`src/rtl/hdlc_rx_pkg.sv`:
```
package hdlc_rx_pkg;

  typedef enum logic [2:0] {
    BC_D0,
    BC_D1,
    BC_STUFF,
    BC_FLAG,
    BC_ABORT
  } bitclass_t;

  typedef enum logic {
    FS_HUNT,
    FS_OPEN
  } fstate_t;

endpackage

```
`src/rtl/hdlc_rx_bitclass.sv`:
```
module hdlc_rx_bitclass
  import hdlc_rx_pkg::*;
#(
  parameter int FLAG_ONES = 6
) (
  input  logic      clk,
  input  logic      rst_n,
  input  logic      step,
  input  logic      bit_i,
  output bitclass_t cls
);
  localparam int RUN_W = $clog2(FLAG_ONES + 2);
  localparam logic [RUN_W-1:0] RUN_MAX  = RUN_W'(FLAG_ONES + 1);
  localparam logic [RUN_W-1:0] FLAG_AT  = RUN_W'(FLAG_ONES);
  localparam logic [RUN_W-1:0] STUFF_AT = RUN_W'(FLAG_ONES - 1);

  logic [RUN_W-1:0] run_q;

  // classify the incoming bit from the ones run that precedes it
  always_comb begin
    if (bit_i)                cls = (run_q >= FLAG_AT) ? BC_ABORT : BC_D1;
    else if (run_q == FLAG_AT)  cls = BC_FLAG;
    else if (run_q == STUFF_AT) cls = BC_STUFF;
    else                        cls = BC_D0;
  end

  always_ff @(posedge clk) begin
    if (!rst_n) begin
      run_q <= '0;
    end else if (step) begin
      if (!bit_i)               run_q <= '0;
      else if (run_q != RUN_MAX) run_q <= run_q + RUN_W'(1);
    end
  end

endmodule

```
`src/rtl/hdlc_rx_bitline.sv`:
```
module hdlc_rx_bitline #(
  parameter int DEPTH = 7
) (
  input  logic clk,
  input  logic rst_n,
  input  logic clr,
  input  logic push,
  input  logic bit_i,
  output logic pop_v,
  output logic pop_b
);
  localparam int CW = $clog2(DEPTH + 1);

  logic [DEPTH-1:0] sh_q;
  logic [CW-1:0]    cnt_q;

  // a bit leaves only once DEPTH newer bits prove it was not part of a flag
  assign pop_v = push && (cnt_q == CW'(DEPTH));
  assign pop_b = sh_q[DEPTH-1];

  always_ff @(posedge clk) begin
    if (!rst_n) begin
      sh_q  <= '0;
      cnt_q <= '0;
    end else if (clr) begin
      cnt_q <= '0;
    end else if (push) begin
      sh_q <= {sh_q[DEPTH-2:0], bit_i};
      if (cnt_q != CW'(DEPTH)) cnt_q <= cnt_q + CW'(1);
    end
  end

endmodule

```
`src/rtl/hdlc_rx_packer.sv`:
```
module hdlc_rx_packer #(
  parameter int W = 8
) (
  input  logic         clk,
  input  logic         rst_n,
  input  logic         clr,
  input  logic         add,
  input  logic         bit_i,
  output logic         done,
  output logic [W-1:0] byte_o
);
  localparam int CW = $clog2(W);

  logic [W-2:0]  acc_q;
  logic [CW-1:0] cnt_q;

  assign done   = add && (cnt_q == CW'(W - 1));
  assign byte_o = {acc_q, bit_i};

  always_ff @(posedge clk) begin
    if (!rst_n) begin
      acc_q <= '0;
      cnt_q <= '0;
    end else if (clr) begin
      cnt_q <= '0;
    end else if (add) begin
      acc_q <= {acc_q[W-3:0], bit_i};
      cnt_q <= done ? '0 : cnt_q + CW'(1);
    end
  end

endmodule

```
`src/rtl/hdlc_rx_deframer.sv`:
```
module hdlc_rx_deframer
  import hdlc_rx_pkg::*;
#(
  parameter int BYTE_W   = 8,
  parameter int FLAG_LEN = 8,
  parameter int FILL_WIN = 16,
  parameter int CNT_W    = 8
) (
  input  logic              clk,
  input  logic              rst_n,
  input  logic              proc_en,
  input  logic              lsb_first,
  input  logic              in_valid,
  output logic              in_ready,
  input  logic              in_bit,
  output logic              out_valid,
  input  logic              out_ready,
  output logic [BYTE_W-1:0] out_data,
  output logic              out_sof,
  output logic              out_eof,
  output logic              out_abort,
  output logic [CNT_W-1:0]  abort_count
);
  localparam int LINE_DEPTH = FLAG_LEN - 1;
  localparam int FLAG_ONES  = FLAG_LEN - 2;
  localparam int WIN_W      = $clog2(FILL_WIN + 1);
  localparam logic [WIN_W-1:0] WIN_END = WIN_W'(FILL_WIN);

  fstate_t           st_q;
  logic [WIN_W-1:0]  since_q;
  logic              hold_v, hold_sof, first_q;
  logic [BYTE_W-1:0] hold_d;
  logic [CNT_W-1:0]  abort_q;

  logic      acc;
  bitclass_t cls;
  logic      is_data, is_delim, late;
  logic      push, pop_v, pop_b, line_clr;
  logic      pack_add, pack_b, pack_clr, byte_done;
  logic [BYTE_W-1:0] byte_val;

  assign in_ready    = !out_valid || out_ready;
  assign acc         = in_valid && in_ready;
  assign abort_count = abort_q;

  hdlc_rx_bitclass #(.FLAG_ONES(FLAG_ONES)) u_cls (
    .clk(clk), .rst_n(rst_n), .step(acc), .bit_i(in_bit), .cls(cls)
  );

  assign is_data  = (cls == BC_D0) || (cls == BC_D1);
  assign is_delim = (cls == BC_FLAG) || (cls == BC_ABORT);
  assign late     = (since_q >= WIN_END);
  assign push     = acc && proc_en && (st_q == FS_OPEN) && is_data;
  assign line_clr = !proc_en || (acc && is_delim);

  hdlc_rx_bitline #(.DEPTH(LINE_DEPTH)) u_line (
    .clk(clk), .rst_n(rst_n), .clr(line_clr), .push(push), .bit_i(in_bit),
    .pop_v(pop_v), .pop_b(pop_b)
  );

  assign pack_add = proc_en ? pop_v : acc;
  assign pack_b   = proc_en ? pop_b : in_bit;
  assign pack_clr = acc && proc_en && is_delim;

  hdlc_rx_packer #(.W(BYTE_W)) u_pack (
    .clk(clk), .rst_n(rst_n), .clr(pack_clr), .add(pack_add), .bit_i(pack_b),
    .done(byte_done), .byte_o(byte_val)
  );

  // emission decision for this cycle
  logic              emit, e_sof, e_eof, e_ab;
  logic [BYTE_W-1:0] e_d, e_rev;

  always_comb begin
    emit  = 1'b0;
    e_d   = hold_d;
    e_sof = hold_sof;
    e_eof = 1'b0;
    e_ab  = 1'b0;
    if (acc) begin
      if (!proc_en) begin
        emit  = byte_done;
        e_d   = byte_val;
        e_sof = 1'b0;
      end else if (st_q == FS_OPEN) begin
        case (cls)
          BC_FLAG:  begin emit = hold_v; e_eof = 1'b1; end
          BC_ABORT: begin emit = hold_v && late; e_eof = 1'b1; e_ab = 1'b1; end
          BC_D0, BC_D1: emit = hold_v && byte_done;
          default: ;
        endcase
      end
    end
  end

  for (genvar gi = 0; gi < BYTE_W; gi++) begin : g_rev
    assign e_rev[gi] = e_d[BYTE_W-1-gi];
  end

  always_ff @(posedge clk) begin
    if (!rst_n) begin
      st_q      <= FS_HUNT;
      since_q   <= '0;
      hold_v    <= 1'b0;
      hold_sof  <= 1'b0;
      hold_d    <= '0;
      first_q   <= 1'b0;
      abort_q   <= '0;
      out_valid <= 1'b0;
      out_data  <= '0;
      out_sof   <= 1'b0;
      out_eof   <= 1'b0;
      out_abort <= 1'b0;
    end else begin
      if (out_valid && out_ready) out_valid <= 1'b0;
      if (emit) begin
        out_valid <= 1'b1;
        out_data  <= lsb_first ? e_rev : e_d;
        out_sof   <= e_sof;
        out_eof   <= e_eof;
        out_abort <= e_ab;
      end
      if (acc) begin
        if (!proc_en) begin
          st_q   <= FS_HUNT;
          hold_v <= 1'b0;
        end else if (st_q == FS_HUNT) begin
          if (cls == BC_FLAG) begin
            st_q    <= FS_OPEN;
            since_q <= '0;
            hold_v  <= 1'b0;
            first_q <= 1'b1;
          end
        end else begin
          if (!late) since_q <= since_q + WIN_W'(1);
          case (cls)
            BC_FLAG: begin
              hold_v  <= 1'b0;
              first_q <= 1'b1;
              since_q <= '0;
            end
            BC_ABORT: begin
              st_q   <= FS_HUNT;
              hold_v <= 1'b0;
              if (late) abort_q <= abort_q + CNT_W'(1);
            end
            BC_D0, BC_D1: begin
              if (byte_done) begin
                hold_d   <= byte_val;
                hold_sof <= first_q;
                first_q  <= 1'b0;
                hold_v   <= 1'b1;
              end
            end
            default: ;
          endcase
        end
      end
    end
  end

  // a stalled byte keeps its value and markers
  a_r9_stall_hold: assert property (@(posedge clk) disable iff (!rst_n)
    out_valid && !out_ready |=> out_valid && $stable(out_data) && $stable(out_sof)
                                && $stable(out_eof) && $stable(out_abort));

  // the abort marker only ever closes a frame
  a_r6_abort_is_eof: assert property (@(posedge clk) disable iff (!rst_n)
    out_valid && out_abort |-> out_eof);

  // the counter moves by one and only out of an open frame
  a_r6_count_step: assert property (@(posedge clk) disable iff (!rst_n)
    abort_q != $past(abort_q) |->
      (abort_q == $past(abort_q) + CNT_W'(1)) && ($past(st_q) == FS_OPEN)
      && $past(proc_en));

  // while hunting with framing on, nothing new appears at the output
  a_r1_hunt_silent: assert property (@(posedge clk) disable iff (!rst_n)
    $rose(out_valid) |-> !$past(proc_en) || ($past(st_q) == FS_OPEN));

endmodule

```
`config.mk`:
```
export PLATFORM = sky130hd
export DESIGN_NAME = hdlc_rx_deframer
export DESIGN_NICKNAME = d
export VERILOG_FILES = /design/src/rtl/hdlc_rx_pkg.sv /design/src/rtl/hdlc_rx_bitclass.sv /design/src/rtl/hdlc_rx_bitline.sv /design/src/rtl/hdlc_rx_packer.sv /design/src/rtl/hdlc_rx_deframer.sv
export SDC_FILE = /design/constraint.sdc
export NUM_CORES = 1
export LEC_CHECK = 0
export BUFFER_PORTS_ARGS = -buffer_cell sky130_fd_sc_hd__buf_2
export CAP_MARGIN = 5
export CORE_UTILIZATION = 42
export CTS_CLUSTER_DIAMETER = 60
export DETAILED_ROUTE_END_ITERATION = 10
export MAX_ROUTING_LAYER = met4
export PLACE_DENSITY = 0.6
export SLEW_MARGIN = 20
export SYNTH_ARGS = -nofsm -noshare
export SYNTH_HDL_FRONTEND = slang
export SYNTH_HIERARCHICAL = 1
export SYNTH_SLANG_ARGS = --single-unit
```
`constraint.sdc`:
```
create_clock -name clk -period 3 [get_ports clk]
set_clock_uncertainty 0.2 [all_clocks]
set_input_delay 0.15 -clock clk [delete_from_list [all_inputs] [get_ports clk]]
set_output_delay 0.15 -clock clk [all_outputs]
set_load 0.01 [all_outputs]
```
# Yosys cells after proc, flatten, opt, wreduce, memory -nomap -nowiden
# Index checks and enable logic that the tools add are counted.
dict set report totals {
  in_bits 7
  wordCells 121
  ff_bits 60
}
dict set report classes {
  reduce_logical 34
  mux 45
  addsub 5
  magnitude_cmp 2
  n_bitwise 3
  eq_ne 15
}
# cell count
set op_table {}
lappend op_table {{1-bit two-way mux} 28}
lappend op_table {{8-bit two-way mux} 3}
lappend op_table {{5-bit two-way mux} 4}
lappend op_table {{3-bit two-way mux} 6}
lappend op_table {{3-bit equality test (second input constant)} 5}
lappend op_table {{5-bit AND reduction} 3}
lappend op_table {{1-bit logical AND} 11}
lappend op_table {{3-bit by 1-bit adder with 3-bit output (second input constant)} 3}
lappend op_table {{3-bit inequality test (second input constant)} 3}
lappend op_table {{8-bit by 1-bit adder with 8-bit output (second input constant)} 1}
lappend op_table {{2-bit AND reduction} 4}
lappend op_table {{4-bit AND reduction} 2}
lappend op_table {{2-bit OR reduction} 4}
lappend op_table {{2-bit nonzero test} 3}
lappend op_table {{5-bit by 1-bit adder with 5-bit output (second input constant)} 1}
lappend op_table {{5-bit greater-or-equal comparator (second input constant)} 1}
lappend op_table {{1-bit logical OR} 4}
lappend op_table {{2-bit by 1-bit inequality test with 1-bit output (second input constant)} 2}
lappend op_table {{4-bit by 3-bit inequality test with 1-bit output (second input constant)} 1}
lappend op_table {{4-bit inequality test (second input constant)} 1}
lappend op_table {{1-bit case mux with 2 select lines} 2}
lappend op_table {{3-bit by 1-bit equality test with 1-bit output (second input constant)} 1}
lappend op_table {{3-bit by 2-bit equality test with 1-bit output (second input constant)} 1}
lappend op_table {{3-bit greater-or-equal comparator (second input constant)} 1}
lappend op_table {{6 further kinds} 9}

# Logic depth before layout (Yosys ltp)
# Gate-level depths: netlist of the first run.
dict set report depth {
  depth_word 16
  ltp_mapped 15
  ltp_nobuf 13
}

# By module
# The synthesis of the first run kept the hierarchy.
# mod n_inst seq_area_each_um2 area_per_inst_um2 cells_per_inst
set modules_own_cells {}
lappend modules_own_cells {hdlc_rx_deframer 1 740.7 1928.1 203}
lappend modules_own_cells {hdlc_rx_packer 1 200.2 456.7 47}
lappend modules_own_cells {hdlc_rx_bitline 1 200.2 409.1 44}
lappend modules_own_cells {hdlc_rx_bitclass 1 60.1 209.0 25}

# Least setup slack after synthesis of the first run
# Ideal clock, no wire load.
dict set report synth_timing {
  path_type {register -> register}
  startpoint {register u_cls.run_q[0]}
  endpoint {register out_valid}
  t_required_ns 2.685
  period_less_slack_ns 3.052
  n_path_buf 2
  setup_time_ns 0.115
  path_stages_with_launch 15
  path_slack_ns -0.052
  t_arrival_ns 2.738
  cell_sequence {dfxtp_1 -> inv_1 -> ha_1 -> nor2_1 -> nor3b_1 -> nor3_1 -> and2_1 -> a21o_1 -> buf_6 -> and2_1 -> mux2_2 -> a22oi_1 -> o32ai_1 -> buf_2 -> o21a_1}
}
dict set report synth_between {
  elab_chain_cells 16
  word_cells_on_any_way 24
}
# element line
set synth_rtl {}
lappend synth_rtl {{from (decl)} hdlc_rx_bitclass.sv:17} ;# logic [RUN_W-1:0] run_q;
lappend synth_rtl {{from (signal assigned)} hdlc_rx_bitclass.sv:32} ;# else if (run_q != RUN_MAX) run_q <= run_q + RUN_W'(1);
lappend synth_rtl {{3-bit equality test} hdlc_rx_bitclass.sv:23} ;# else if (run_q == STUFF_AT) cls = BC_STUFF;
lappend synth_rtl {{2-bit two-way mux} hdlc_rx_bitclass.sv:23}
lappend synth_rtl {{3-bit two-way mux *} hdlc_rx_bitclass.sv:22} ;# else if (run_q == FLAG_AT) cls = BC_FLAG;
lappend synth_rtl {{3-bit two-way mux *} hdlc_rx_bitclass.sv:21} ;# if (bit_i) cls = (run_q >= FLAG_AT) ? BC_ABORT : BC_D1;
lappend synth_rtl {{net cls[1]} hdlc_rx_deframer.sv:36} ;# bitclass_t cls;
lappend synth_rtl {{3-bit by 1-bit equality test with 1-bit output / 3-bit logical NOT (equally long branches)} hdlc_rx_deframer.sv:50} ;# assign is_data = (cls == BC_D0) || (cls == BC_D1);
lappend synth_rtl {{1-bit logical OR *} hdlc_rx_deframer.sv:50}
lappend synth_rtl {{1-bit logical AND *} hdlc_rx_deframer.sv:53} ;# assign push = acc && proc_en && (st_q == FS_OPEN) && is_data;
lappend synth_rtl {{net push} hdlc_rx_deframer.sv:38} ;# logic push, pop_v, pop_b, line_clr;
lappend synth_rtl {{[... 1 more ...]} --}
lappend synth_rtl {{net pop_v} hdlc_rx_deframer.sv:38}
lappend synth_rtl {{[... 1 more ...]} --}
lappend synth_rtl {{net pack_add} hdlc_rx_deframer.sv:39} ;# logic pack_add, pack_b, pack_clr, byte_done;
lappend synth_rtl {{1-bit logical AND *} hdlc_rx_packer.sv:17} ;# assign done = add && (cnt_q == CW'(W - 1));
lappend synth_rtl {{net byte_done} hdlc_rx_deframer.sv:39}
lappend synth_rtl {{1-bit logical AND} hdlc_rx_deframer.sv:89} ;# BC_D0, BC_D1: emit = hold_v && byte_done;
lappend synth_rtl {{1-bit case mux with 3 select lines} hdlc_rx_deframer.sv:86} ;# case (cls)
lappend synth_rtl {{1-bit two-way mux} hdlc_rx_deframer.sv:85} ;# end else if (st_q == FS_OPEN) begin
lappend synth_rtl {{1-bit two-way mux *} hdlc_rx_deframer.sv:81} ;# if (!proc_en) begin
lappend synth_rtl {{1-bit two-way mux *} hdlc_rx_deframer.sv:80} ;# if (acc) begin
lappend synth_rtl {{1-bit two-way mux / 2-bit nonzero test (equally long branches)} --}
lappend synth_rtl {{to (signal assigned)} hdlc_rx_deframer.sv:109} ;# out_valid <= 1'b0;
lappend synth_rtl {{to (signal assigned)} hdlc_rx_deframer.sv:115} ;# if (out_valid && out_ready) out_valid <= 1'b0;
lappend synth_rtl {{to (signal assigned)} hdlc_rx_deframer.sv:117} ;# out_valid <= 1'b1;
lappend synth_rtl {{to (decl)} hdlc_rx_deframer.sv:16} ;# output logic out_valid,
# Mark *: on every way through the listed nets, which the timed path passes. The rest lies on a longest branch.
# A chain may end at the register's enable or synchronous reset.

# Worst setup path after layout of the first run
dict set report layout_timing {
  startpoint {register u_cls.run_q[0]}
  endpoint {register hold_d[5]}
}
dict set report layout_between {
  elab_chain_cells 11
  word_cells_on_any_way 16
}
# element line
set layout_rtl {}
lappend layout_rtl {{3-bit equality test} hdlc_rx_bitclass.sv:23}
lappend layout_rtl {{2-bit two-way mux} hdlc_rx_bitclass.sv:23}
lappend layout_rtl {{3-bit two-way mux *} hdlc_rx_bitclass.sv:22}
lappend layout_rtl {{3-bit two-way mux *} hdlc_rx_bitclass.sv:21}
lappend layout_rtl {{net cls[1]} hdlc_rx_deframer.sv:36}
lappend layout_rtl {{3-bit by 1-bit equality test with 1-bit output / 3-bit logical NOT (equally long branches)} hdlc_rx_deframer.sv:50}
lappend layout_rtl {{1-bit logical OR *} hdlc_rx_deframer.sv:50}
lappend layout_rtl {{1-bit logical AND *} hdlc_rx_deframer.sv:53}
lappend layout_rtl {{net push} hdlc_rx_deframer.sv:38}
lappend layout_rtl {{1-bit logical AND *} hdlc_rx_bitline.sv:18} ;# assign pop_v = push && (cnt_q == CW'(DEPTH));
lappend layout_rtl {{net pop_v} hdlc_rx_deframer.sv:38}
lappend layout_rtl {{1-bit two-way mux *} hdlc_rx_deframer.sv:61} ;# assign pack_add = proc_en ? pop_v : acc;
lappend layout_rtl {{net pack_add} hdlc_rx_deframer.sv:39}
lappend layout_rtl {{1-bit logical AND *} hdlc_rx_packer.sv:17}
lappend layout_rtl {{net byte_done} hdlc_rx_deframer.sv:39}
lappend layout_rtl {{5-bit AND reduction (no source line) *} --}
lappend layout_rtl {{to (signal assigned)} hdlc_rx_deframer.sv:149} ;# hold_d <= byte_val;
lappend layout_rtl {{to (decl)} hdlc_rx_deframer.sv:32} ;# logic [BYTE_W-1:0] hold_d;
# Marked as above.

==> impl_results.md, run 1 <==
* Clock Pin Slew Worst Setup and Hold Paths at ~0.070 ns
* Clk sinks at 60
* Switching Share at 21.3%
* Reg area at 1200 um^2
* Combinational fraction of design power at 4.2%
* Via count at 2243
* Nets at roughly 370
* Min Tclk post-route at 2.80 ns
* Pin count of the biggest net entering global routing at 43
* Antenna violations before repair at 0
* CP Launch Type: register
* Finished Layout Cells at 456
* Core ar. at between 6000 and 7000 um^2
* Max_slew headroom at 67.2%
* Worst-margin pin slew at 0.487 ns
* Clk Latency, worst-skew pair at about 0.34 ns
* Vias/cell at 4.92
* Die area at 7490 um^2
* H-tree Lvls at 3
* Worst EP required at between 3 and 4 ns
* Placed inst area at 3270 um^2
* Synth top area share at around two fifths
* Cell count after placement at about 440
* Final WL at 5750 um
* DR iter-0 viols at 106
* Synth area leader: dfxtp_1
* CP Data Arrival Time at 2.84 ns
* Area of the multi-input gates at 1730 um^2
* Starting density of the core at 44.0%
* Gpl congestion at 0.778
* Post-route cell area at approximately 3500 um^2
* Synthesis Warnings at 6
* Number of global-route vias before repair at 2053
* Bufs on Longest Clock Path at 2
* Synth Register Bits at 60
* CTS tree: built
* Seq/Total Area, Yosys at 40.0%
* Count of pins over their slew limit at 0
* Commonest cells after routing, fill and taps aside: 60 x dfxtp_1, 53 x nand2_1, 27 x buf_2
* NetSw at around 0.00036 W
* Leakage power figure at around 1.4 nW
* Congestion Overflow GR at 0
* Cells after Synth at 319
* Total track usage at 16.8%
* Area grow syn2layout at 18.1%
* Die height at 86.6 um
* Inserted Clock Buffers at 9
* Max-Cap Viols at 0
* Routed len/inst at 12.6 um
* Worst VDD drop at 0.202 mV
* Final setup fails at 0
* Reg power frac at between 40% and 50%
* Layout fillers at 654
* Pre-antenna DRT Iters at 4
* RSZ-0062 raised after global routing: no
* Chip width at 86.6 um
* Setup_tns at 0 ns
* Syn nets at 337
* Power Internal at 0.00134 W
* Status: complete, no violations
* Yosys cell types at 55
* Ant diodes at 0
* Share of cells above drive strength 1 at 24.2%
* # port buffers at 27
* Clock power share at 48.9%
* Final Cycle Share at 93.4%
* Drt drc at 0
* ANT nets after route at 0
* Io pins at 28
* Final hold violations at 0
* Most common cell after layout, fill and taps aside: dfxtp_1
* Crit. End Element: register
* Post-DP HPWL at 3910 um
* Post-CTS setup buffers at 0
* First-pass GRT wire length at 9360 um
* Crit Path Class: register to register
* CP max FO at 6
* Syn Area/Cell at 9.41 um^2
* Mapped Area at 3000 um^2
* Ys flop type: dfxtp_1
* Std-Cell Rows at 30
* Area contributors post-synth: dfxtp_1 40%, nand2_1 6.6%, mux4_2 6.0%
* Fmax at 357 MHz
* Number of synthesized flops with an enable pin at 0
* PD cells at slightly below 500 nW/um^2
* Post-synth ARST share at 0%
* Root Driver: clkbuf_8
* Hold Path Class: input port to register
synth_stat cells, types with 2 or more instances:
| master | n |
|---|---|
| dfxtp_1 | 60 |
| nand2_1 | 53 |
| mux2i_1 | 15 |
| nor2_1 | 13 |
| nor2b_1 | 13 |
| nand3_1 | 12 |
| a21boi_1 | 11 |
| ha_1 | 11 |
| inv_1 | 11 |
| o21ai_1 | 10 |
| and2_1 | 9 |
| mux4_2 | 8 |
| a21boi_2 | 7 |
| clkbuf_1 | 6 |
| nor3_1 | 6 |
| nand2b_1 | 5 |
| xnor2_1 | 5 |
| a21oi_1 | 4 |
| o21ai_0 | 4 |
| buf_2 | 3 |
| nand3b_1 | 3 |
| xor2_1 | 3 |
| a21boi_0 | 2 |
| a21o_1 | 2 |
| a31oi_1 | 2 |
| and2b_4 | 2 |
| buf_4 | 2 |
| buf_6 | 2 |
| inv_2 | 2 |
| mux2_2 | 2 |
| nand4_1 | 2 |
| nor3b_1 | 2 |
| o21a_1 | 2 |
| o22ai_1 | 2 |
| o32ai_1 | 2 |
| or3_1 | 2 |
routing by layer:
| metal | vias up | wire [um] | global-route usage [%] |
|---|---|---|---|
| li1 | 1178 | - | - |
| met1 | 1030 | 2950 | 21.3 |
| met2 | 25 | 2520 | 24.4 |
| met3 | 10 | 150 | 3.62 |
| met4 | 0 | 133 | 10.5 |
| met5 | - | 0 | - |
logic make-up (layout without fill, tap and decap cells):
group | count (synthesis) | after routing | share of synthesized area (%)
AOI/OAI and AO/OA | 53 | 53 | 12.8
xor gates and xnor gates | 8 | 8 | 2.33
adders and majority gates | 11 | 11 | 4.58
buffers and inverters | 27 | 67 | 4.25
DFF | 60 | 60 | 40.0
muxes | 25 | 25 | 11.7
and+or+nand+nor | 135 | 136 | 24.3
critical path, cell delays in order, from the launching register on:
cell,delay [ns]
dfxtp_1,0.39
inv_1,0.06
ha_1,0.21
nor2_1,0.14
nor3b_2,0.07
nor3_2,0.20
and2_1,0.15
a21o_1,0.12
and2_1,0.15
inv_1,0.11
or4_4,0.61
mux2i_1,0.21
nor2b_1,0.07
final cells by class:
class	instances	share of cell area (%)
Inverter	13	1.38
Clock buffer	13	4.48
Tap cell	96	3.39
Multi-Input combinational cell	233	48.7
Timing Repair Buffer	38	6.21
Sequential cell	60	33.9
Clock inverter	3	1.94
state kept, by name (all words and copies together), names as in the netlist:
name	cells
abort_count	8
hold_d	8
out_data	8
u_line/sh_q	7
u_pack/acc_q	7
since_q	5
u_cls/run_q	3
u_line/cnt_q	3
u_pack/cnt_q	3
first_q	1
hold_sof	1
hold_v	1
out_abort	1
out_eof	1
out_sof	1
out_valid	1
st_q	1
power by group through the flow:
stage / combinational, W / sequential [W] / clock [W]
2_1_floorplan: 0.0000501 / 0.000820 / 0
6_report: 0.0000710 / 0.000803 / 0.000835
3_3_place_gp: 0.0000697 / 0.000820 / 0
4_1_cts: 0.0000710 / 0.000802 / 0.000858
5_1_grt: 0.0000787 / 0.000802 / 0.000893
3_5_place_dp: 0.0000700 / 0.000821 / 0
timing repair:
action                                  4_1_cts  5_1_grt
hold buffers                                  1        0
gates resized for setup                       0        5
endpoints found under the hold margin         2        0
endpoints found under the setup margin        0       12
metrics by stage:
step	utilization [%]	hold WS (ns)	power [W]	worst slack (ns)
2_1_floorplan	-	0.0848	0.000870	0.159
5_1_grt	51.9	0.0908	0.00177	0.0253
6_report	51.9	0.0684	0.00171	0.199
3_5_place_dp	47.9	0.240	0.000891	0.157
3_3_place_gp	47.9	0.239	0.000890	0.294
4_1_cts	51.4	0.0521	0.00173	0.133
path summary, 6_finish.rpt:
check                         startpoint                  endpoint  slack, ns  cells after the start
max          u_cls/run_q[0]$_SDFFE_PN0P_    hold_d[5]$_SDFFE_PN0P_       0.20                     12
min                                rst_n         st_q$_SDFFE_PN0P_       0.07                      2
max reg2reg  u_cls/run_q[0]$_SDFFE_PN0P_    hold_d[5]$_SDFFE_PN0P_       0.20                     12
min reg2reg     out_data[1]$_SDFFE_PN0P_  out_data[1]$_SDFFE_PN0P_       0.25                      2
No activity file was read; power rests on OpenSTA's default activity.
==> run 2, diff against run 1 <==
--- a/config.mk
+++ b/config.mk
@@ -10,6 +10,7 @@
 export CORE_UTILIZATION = 42
 export CTS_CLUSTER_DIAMETER = 60
 export DETAILED_ROUTE_END_ITERATION = 10
+export GPL_TIMING_DRIVEN = 0
 export MAX_ROUTING_LAYER = met4
 export PLACE_DENSITY = 0.6
 export SLEW_MARGIN = 20
==> run 2 against run 1 <==
Routed wire length rose by 1.0%; combinational power grew 7.3%; largest cell class unchanged; power down 9.0%; clock power fell by 19%; first-iteration DRC count is 10% lower; die area is the same; count of clock-buffer cells in the layout fell by 1; sequential cell count unchanged; final cell count increased by 1.1%; global-route usage up 0.87 points; hold slack worse by 0.025 ns.
==> impl_results.md, run 2 (same netlist as run 1, synthesis figures left out) <==
* Area grow syn2layout at 17.5%
* Root Driver: clkbuf_8
* PD cells at 440 nW/um^2 (-8.6%)
* Post-route cell area at 3530 um^2 (-0.46%)
* Max-Cap Viols at 0 (unchanged)
* Die area at 7490 um^2 (unchanged)
* Leakage power figure at 1.43 nW (-0.63%)
* Std-Cell Rows at 30 (unchanged)
* Final hold violations at 0 (unchanged)
* Critical Path, Cell by Cell: dlygate4sd3_1 -> buf_4 -> and3_1 -> clkbuf_4 -> nor3_4 -> and2_1 -> a21o_1 -> buf_6 -> and2_4 -> inv_1 -> or4_4 -> mux2i_1 -> nor2b_1
* Clock Pin Slew Worst Setup and Hold Paths at 0.07 ns (about the same)
* Congestion Overflow GR at 0 (unchanged)
* Vias/cell at 5.02 (+2.1%)
* Area of the multi-input gates at 1720 um^2 (-0.65%)
* Critical-path top delay cell: or4_4
* # port buffers at 26 (-3.7%)
* Peak per-stage delay on the critical path at 0.61 ns (about the same)
* Routed len/inst at 12.6 um (about the same)
* Worst setup slack after layout at 0.129 ns (-0.0702 ns)
* Clk sinks at 60 (unchanged)
* Worst EP required at 3.03 ns (about the same)
* Final WL at 5810 um (+1.0%)
* Gpl congestion at 0.762 (-2.1%)
* CP max FO at 11 (+5)
* Chip width at 86.6 um (unchanged)
* Worst-margin pin slew at 0.522 ns (+0.0347 ns)
* CP Data Arrival Time at 2.90 ns (+0.06 ns)
* Fmax at 348 MHz (-2.4%)
* CP Launch Type: input port
* Final setup fails at 0 (unchanged)
* CTS tree: built
* Hold Path Class: input port to register
* Max_slew headroom at 65.2% (-2.0 points)
* Min Tclk post-route at 2.87 ns (+0.0702 ns)
* Core ar. at 6830 um^2 (unchanged)
* Status: complete, no violations
* Inserted Clock Buffers at 9 (unchanged)
* Bufs on Longest Clock Path at 2 (unchanged)
* Pre-antenna DRT Iters at 4 (unchanged)
* RSZ-0062 raised after global routing: no
* Crit Path Class: input port to register
* Starting density of the core at 44.0% (unchanged)
* Ant diodes at 0 (unchanged)
* Most common cell after layout, fill and taps aside: dfxtp_1
* DR iter-0 viols at 95 (-10%)
* Share of cells above drive strength 1 at 24.4% (+0.22 points)
* Cell family with most CP delay: simple AND/OR/NAND/NOR gates
* Number of global-route vias before repair at 2097 (+2.1%)
* Total track usage at 17.7% (+0.87 points)
* Worst VDD drop at 0.292 mV (+45%)
* Layout fillers at 683 (+4.4%)
* Nets at 378 (+1.3%)
* Commonest cells after routing, fill and taps aside: 58 x dfxtp_1, 53 x nand2_1, 26 x buf_2
* Buffers & Inverters on Critical Path at 5 (+3)
* Antenna violations before repair at 0 (unchanged)
* Crit. End Element: register
* ANT nets after route at 0 (unchanged)
* H-tree Lvls at 3 (unchanged)
* Post-DP HPWL at 4090 um (+4.6%)
* Drt drc at 0 (unchanged)
* Reg area at 1210 um^2 (+0.63%)
* Pre-CTS setup slack at -0.279 ns (-0.435 ns)
* Via count at 2316 (+3.3%)
* Pin count of the biggest net entering global routing at 24 (-44%)
* Io pins at 28 (unchanged)
* Clk Latency, worst-skew pair at 0.34 ns (about the same)
* Count of pins over their slew limit at 0 (unchanged)
* Die height at 86.6 um (unchanged)
* Final Cycle Share at 95.7% (+2.3 points)
* First-pass GRT wire length at 9740 um (+4.1%)
* Placed inst area at 3260 um^2 (-0.42%)
-- run 2: cell types whose count changed in the layout (fill, tap and decap cells not counted), sizes merged --
| cell | before | now |
|---|---|---|
| or4 | 2 | 1 |
| buf | 37 | 35 |
| dlygate4sd3 | 1 | 2 |
| clkbuf | 13 | 19 |
| clkinv | 1 | 3 |
| clkinvlp | 0 | 1 |
| bufinv | 2 | 0 |
-- run 2: final timing paths --
check                               from                          end  slack [ns]  cells past startpoint
max reg2reg  u_cls/run_q[1]$_SDFFE_PN0P_       hold_d[5]$_SDFFE_PN0P_        0.16                     13
max                               in_bit       hold_d[5]$_SDFFE_PN0P_        0.13                     13
min                                rst_n  u_cls/run_q[1]$_SDFFE_PN0P_        0.04                      3
min reg2reg       out_abort$_SDFFE_PN0P_       out_abort$_SDFFE_PN0P_        0.25                      2
-- run 2: layout make-up --
| class | instances | share of cell area (%) |
|---|---|---|
| multi-input combinational | 232 | 48.6 |
| sequential | 60 | 34.2 |
| timing repair buffer | 31 | 4.96 |
| clock buffer | 12 | 4.68 |
| tap | 96 | 3.40 |
| buffer | 13 | 2.06 |
| inverter | 13 | 1.38 |
| clock inverter | 4 | 0.638 |
-- run 2: power breakdown --
group	switching (W)	internal [W]
clock network	0.000314	0.000363
registers	0.00000308	0.000799
logic	0.0000443	0.0000319
total	0.000361	0.00119
-- run 2: worst register-to-register path: cells and delay by family (launching register included) --
family	cells	cell delay (ns)
compound gates	1	0.12
fa+ha+maj	1	0.18
buf+inv	3	0.24
flops	1	0.37
mux	1	0.21
simple gates	7	1.41
-- run 2: what timing repair did --
action,in CTS,in global routing
pin swaps,1,2
gates resized for setup,8,9
hold buffers,2,0
endpoints found under the hold margin,3,0
endpoints found under the setup margin,23,21
setup buffers,1,2
-- run 2: metrics by stage --
| step | power [W] | setup TNS, ns | util, % | cells | hold slack, ns |
|---|---|---|---|---|---|
| 6_report | 0.00155 | 0 | 51.7 | 461 | 0.0429 |
| 5_1_grt | 0.00163 | 0 | 51.7 | 461 | 0.0615 |
| 3_5_place_dp | 0.000894 | -4.88 | 47.7 | 441 | 0.237 |
| 3_3_place_gp | 0.000893 | -4.15 | 47.7 | 441 | 0.237 |
| 4_1_cts | 0.00158 | 0 | 51.3 | 460 | 0.0358 |
| 2_1_floorplan | 0.000870 | 0 | - | 319 | 0.0848 |
-- run 2: metal layers --
metal	track usage, %	wire (um)
met2	27.4	2670
met3	6.38	247
met5	-	0
met4	5.91	65
met1	21.3	2820
==> run 3, diff against run 2 <==
--- a/config.mk
+++ b/config.mk
@@ -5,14 +5,14 @@
 export SDC_FILE = /design/constraint.sdc
 export NUM_CORES = 1
 export LEC_CHECK = 0
-export BUFFER_PORTS_ARGS = -buffer_cell sky130_fd_sc_hd__buf_2
 export CAP_MARGIN = 5
 export CORE_UTILIZATION = 42
 export CTS_CLUSTER_DIAMETER = 60
 export DETAILED_ROUTE_END_ITERATION = 10
+export DONT_BUFFER_PORTS = 1
 export GPL_TIMING_DRIVEN = 0
 export MAX_ROUTING_LAYER = met4
-export PLACE_DENSITY = 0.6
+export PLACE_DENSITY = 0.57
 export SLEW_MARGIN = 20
 export SYNTH_ARGS = -nofsm -noshare
 export SYNTH_HDL_FRONTEND = slang
==> run 3 against run 2 <==
Die area unchanged; design area fell by 2.6%; first-iteration DRC count is 13% lower; via count is 4.1% lower; count of clock-buffer cells in the layout increased by 2; sequential cell count unchanged; highest routed layer unchanged.
==> impl_results.md, run 3 (same netlist as run 1, synthesis figures left out) <==
* Worst setup slack after layout at 0.160 ns (+0.0314 ns)
* First-pass GRT wire length at 9650 um (-0.99%)
* H-tree Lvls at 3 (unchanged)
* Critical Path, Cell by Cell: inv_1 -> ha_1 -> nor2_2 -> nor3b_4 -> nor3_4 -> and2_1 -> a21o_1 -> buf_6 -> and2_4 -> mux2_2 -> a22oi_2 -> o32ai_2 -> buf_2 -> o21a_1
* Pin count of the biggest net entering global routing at 23 (-4.2%)
* Leakage power figure at 1.32 nW (-8.1%)
* Status: complete, no violations
* PD cells at 472 nW/um^2 (+7.3%)
* Finished Layout Cells at 437 (-5.2%)
* Total track usage at 17.5% (-0.15 points)
* Pre-antenna DRT Iters at 4 (unchanged)
* Min Tclk post-route at 2.84 ns (-0.0314 ns)
* Final hold violations at 0 (unchanged)
* Std-Cell Rows at 30 (unchanged)
* Area grow syn2layout at 14.5%
* Final setup fails at 0 (unchanged)
* Final Total Pwr at 0.00162 W (+4.5%)
* Via count at 2222 (-4.1%)
* Worst-margin pin slew at 0.631 ns (+0.109 ns)
* Clk Latency, worst-skew pair at 0.33 ns (about the same)
* # port buffers at 0 (-100%)
* Vias/cell at 5.08 (+1.2%)
* ANT nets after route at 0 (unchanged)
* CP max FO at 10 (-1)
* Hold Path Class: input port to register
* Bufs on Longest Clock Path at 2 (unchanged)
* Most common cell after layout, fill and taps aside: dfxtp_1
* Commonest cells after routing, fill and taps aside: 57 x dfxtp_1, 53 x nand2_1, 15 x mux2i_1
* CP Launch Type: register
* Starting density of the core at 44.0% (unchanged)
* Antenna violations before repair at 0 (unchanged)
* Die area at 7490 um^2 (unchanged)
* Fmax at 352 MHz (+1.1%)
* Crit. End Element: register
* Peak per-stage delay on the critical path at 0.34 ns (-0.27 ns)
* CP Data Arrival Time at 2.87 ns (-0.03 ns)
* Critical-path top delay cell: dfxtp_2
* Root Driver: clkbuf_8
* Worst EP required at 3.03 ns (about the same)
* RSZ-0062 raised after global routing: no
* Clk sinks at 60 (unchanged)
* Share of cells above drive strength 1 at 17.9% (-6.5 points)
* CTS tree: built
* Number of global-route vias before repair at 1991 (-5.1%)
* Pre-CTS setup slack at -0.236 ns (+0.0429 ns)
* Crit Path Class: register to register
* Routed len/inst at 13.3 um (+5.8%)
* Gpl congestion at 0.804 (+5.6%)
* Inserted Clock Buffers at 9 (unchanged)
* Layout fillers at 662 (-3.1%)
* Chip width at 86.6 um (unchanged)
* Post-DP HPWL at 4070 um (-0.44%)
* Cell count after placement at 415 (-5.9%)
* Core ar. at 6830 um^2 (unchanged)
* Worst VDD drop at 0.272 mV (-7.1%)
* DR iter-0 viols at 83 (-13%)
* Ant diodes at 0 (unchanged)
* Nets at 355 (-6.1%)
* Final Cycle Share at 94.7% (-1.0 points)
* Count of pins over their slew limit at 0 (unchanged)
* Clock Pin Slew Worst Setup and Hold Paths at 0.06 ns (about the same)
* Buffers & Inverters on Critical Path at 3 (-2)
* Final WL at 5830 um (+0.31%)
* Max-Cap Viols at 0 (unchanged)
* Drt drc at 0 (unchanged)
* Max_slew headroom at 57.8% (-7.4 points)
* Congestion Overflow GR at 0 (unchanged)
* Io pins at 28 (unchanged)
* Cell family with most CP delay: simple AND/OR/NAND/NOR gates
* Die height at 86.6 um (unchanged)
[run 3: tightest hold or removal path: cells and delay by family]
family	cells	cell delay, ns
buffers and inverters	1	0.20
and+or+nand+nor	1	0.12
AOI/OAI and AO/OA	1	0.05
[run 3: path summary, 6_finish.rpt]
kind | slack [ns] | from | cells past startpoint | endpoint
max | 0.16 | u_cls/run_q[0]$_SDFFE_PN0P_ | 14 | out_valid$_SDFFE_PN0P_
min | 0.03 | rst_n | 3 | out_data[2]$_SDFFE_PN0P_
max reg2reg | 0.16 | u_cls/run_q[0]$_SDFFE_PN0P_ | 14 | out_valid$_SDFFE_PN0P_
min reg2reg | 0.26 | u_line/sh_q[3]$_SDFFE_PN0P_ | 2 | u_line/sh_q[3]$_SDFFE_PN0P_
[run 3: layout make-up]
cell class | count | area, um^2 | area share, %
multi-input combinational | 232 | 1720 | 49.9
sequential | 60 | 1200 | 35.1
clock buffer | 14 | 173 | 5.02
tap | 96 | 120 | 3.49
buffer | 14 | 78.8 | 2.29
timing repair buffer | 7 | 65.1 | 1.89
inverter | 13 | 48.8 | 1.42
clock inverter | 1 | 30.0 | 0.874
[run 3: power by group]
part           leakage (nW)  total [W]  internal (W)  switching, W
sequential            0.485   0.000803      0.000800    0.00000321
clock                 0.103   0.000747      0.000448      0.000298
combinational         0.728  0.0000737     0.0000319     0.0000418
[run 3: repair_timing]
action,CTS,global route
hold buffers,5,0
setup endpoints to repair,23,23
gates resized for setup,5,6
buffers inserted,1,1
hold endpoints to repair,32,0
cloned,0,0
pin swaps,2,1
[run 3: per-stage QoR]
stage | hold slack, ns | instance area, um^2 | util [%] | TNS [ns]
6_report | 0.0320 | 3440 | 50.3 | 0
3_3_place_gp | 0.0865 | 3130 | 45.8 | -3.11
2_1_floorplan | 0.0848 | 3010 | - | 0
5_1_grt | 0.0342 | 3440 | 50.3 | 0
4_1_cts | 0.00763 | 3420 | 50.0 | 0
3_5_place_dp | 0.100 | 3130 | 45.8 | -3.75
[run 3: metal layers]
metal	routed length [um]	share of wire, %	vias to the layer above	global-route usage [%]
met5	0	0	-	-
met4	104	1.8	0	7.73
met3	232	4.0	8	5.05
met2	2640	45	37	25.8
met1	2850	49	1041	22.3
li1	-	-	1136	-
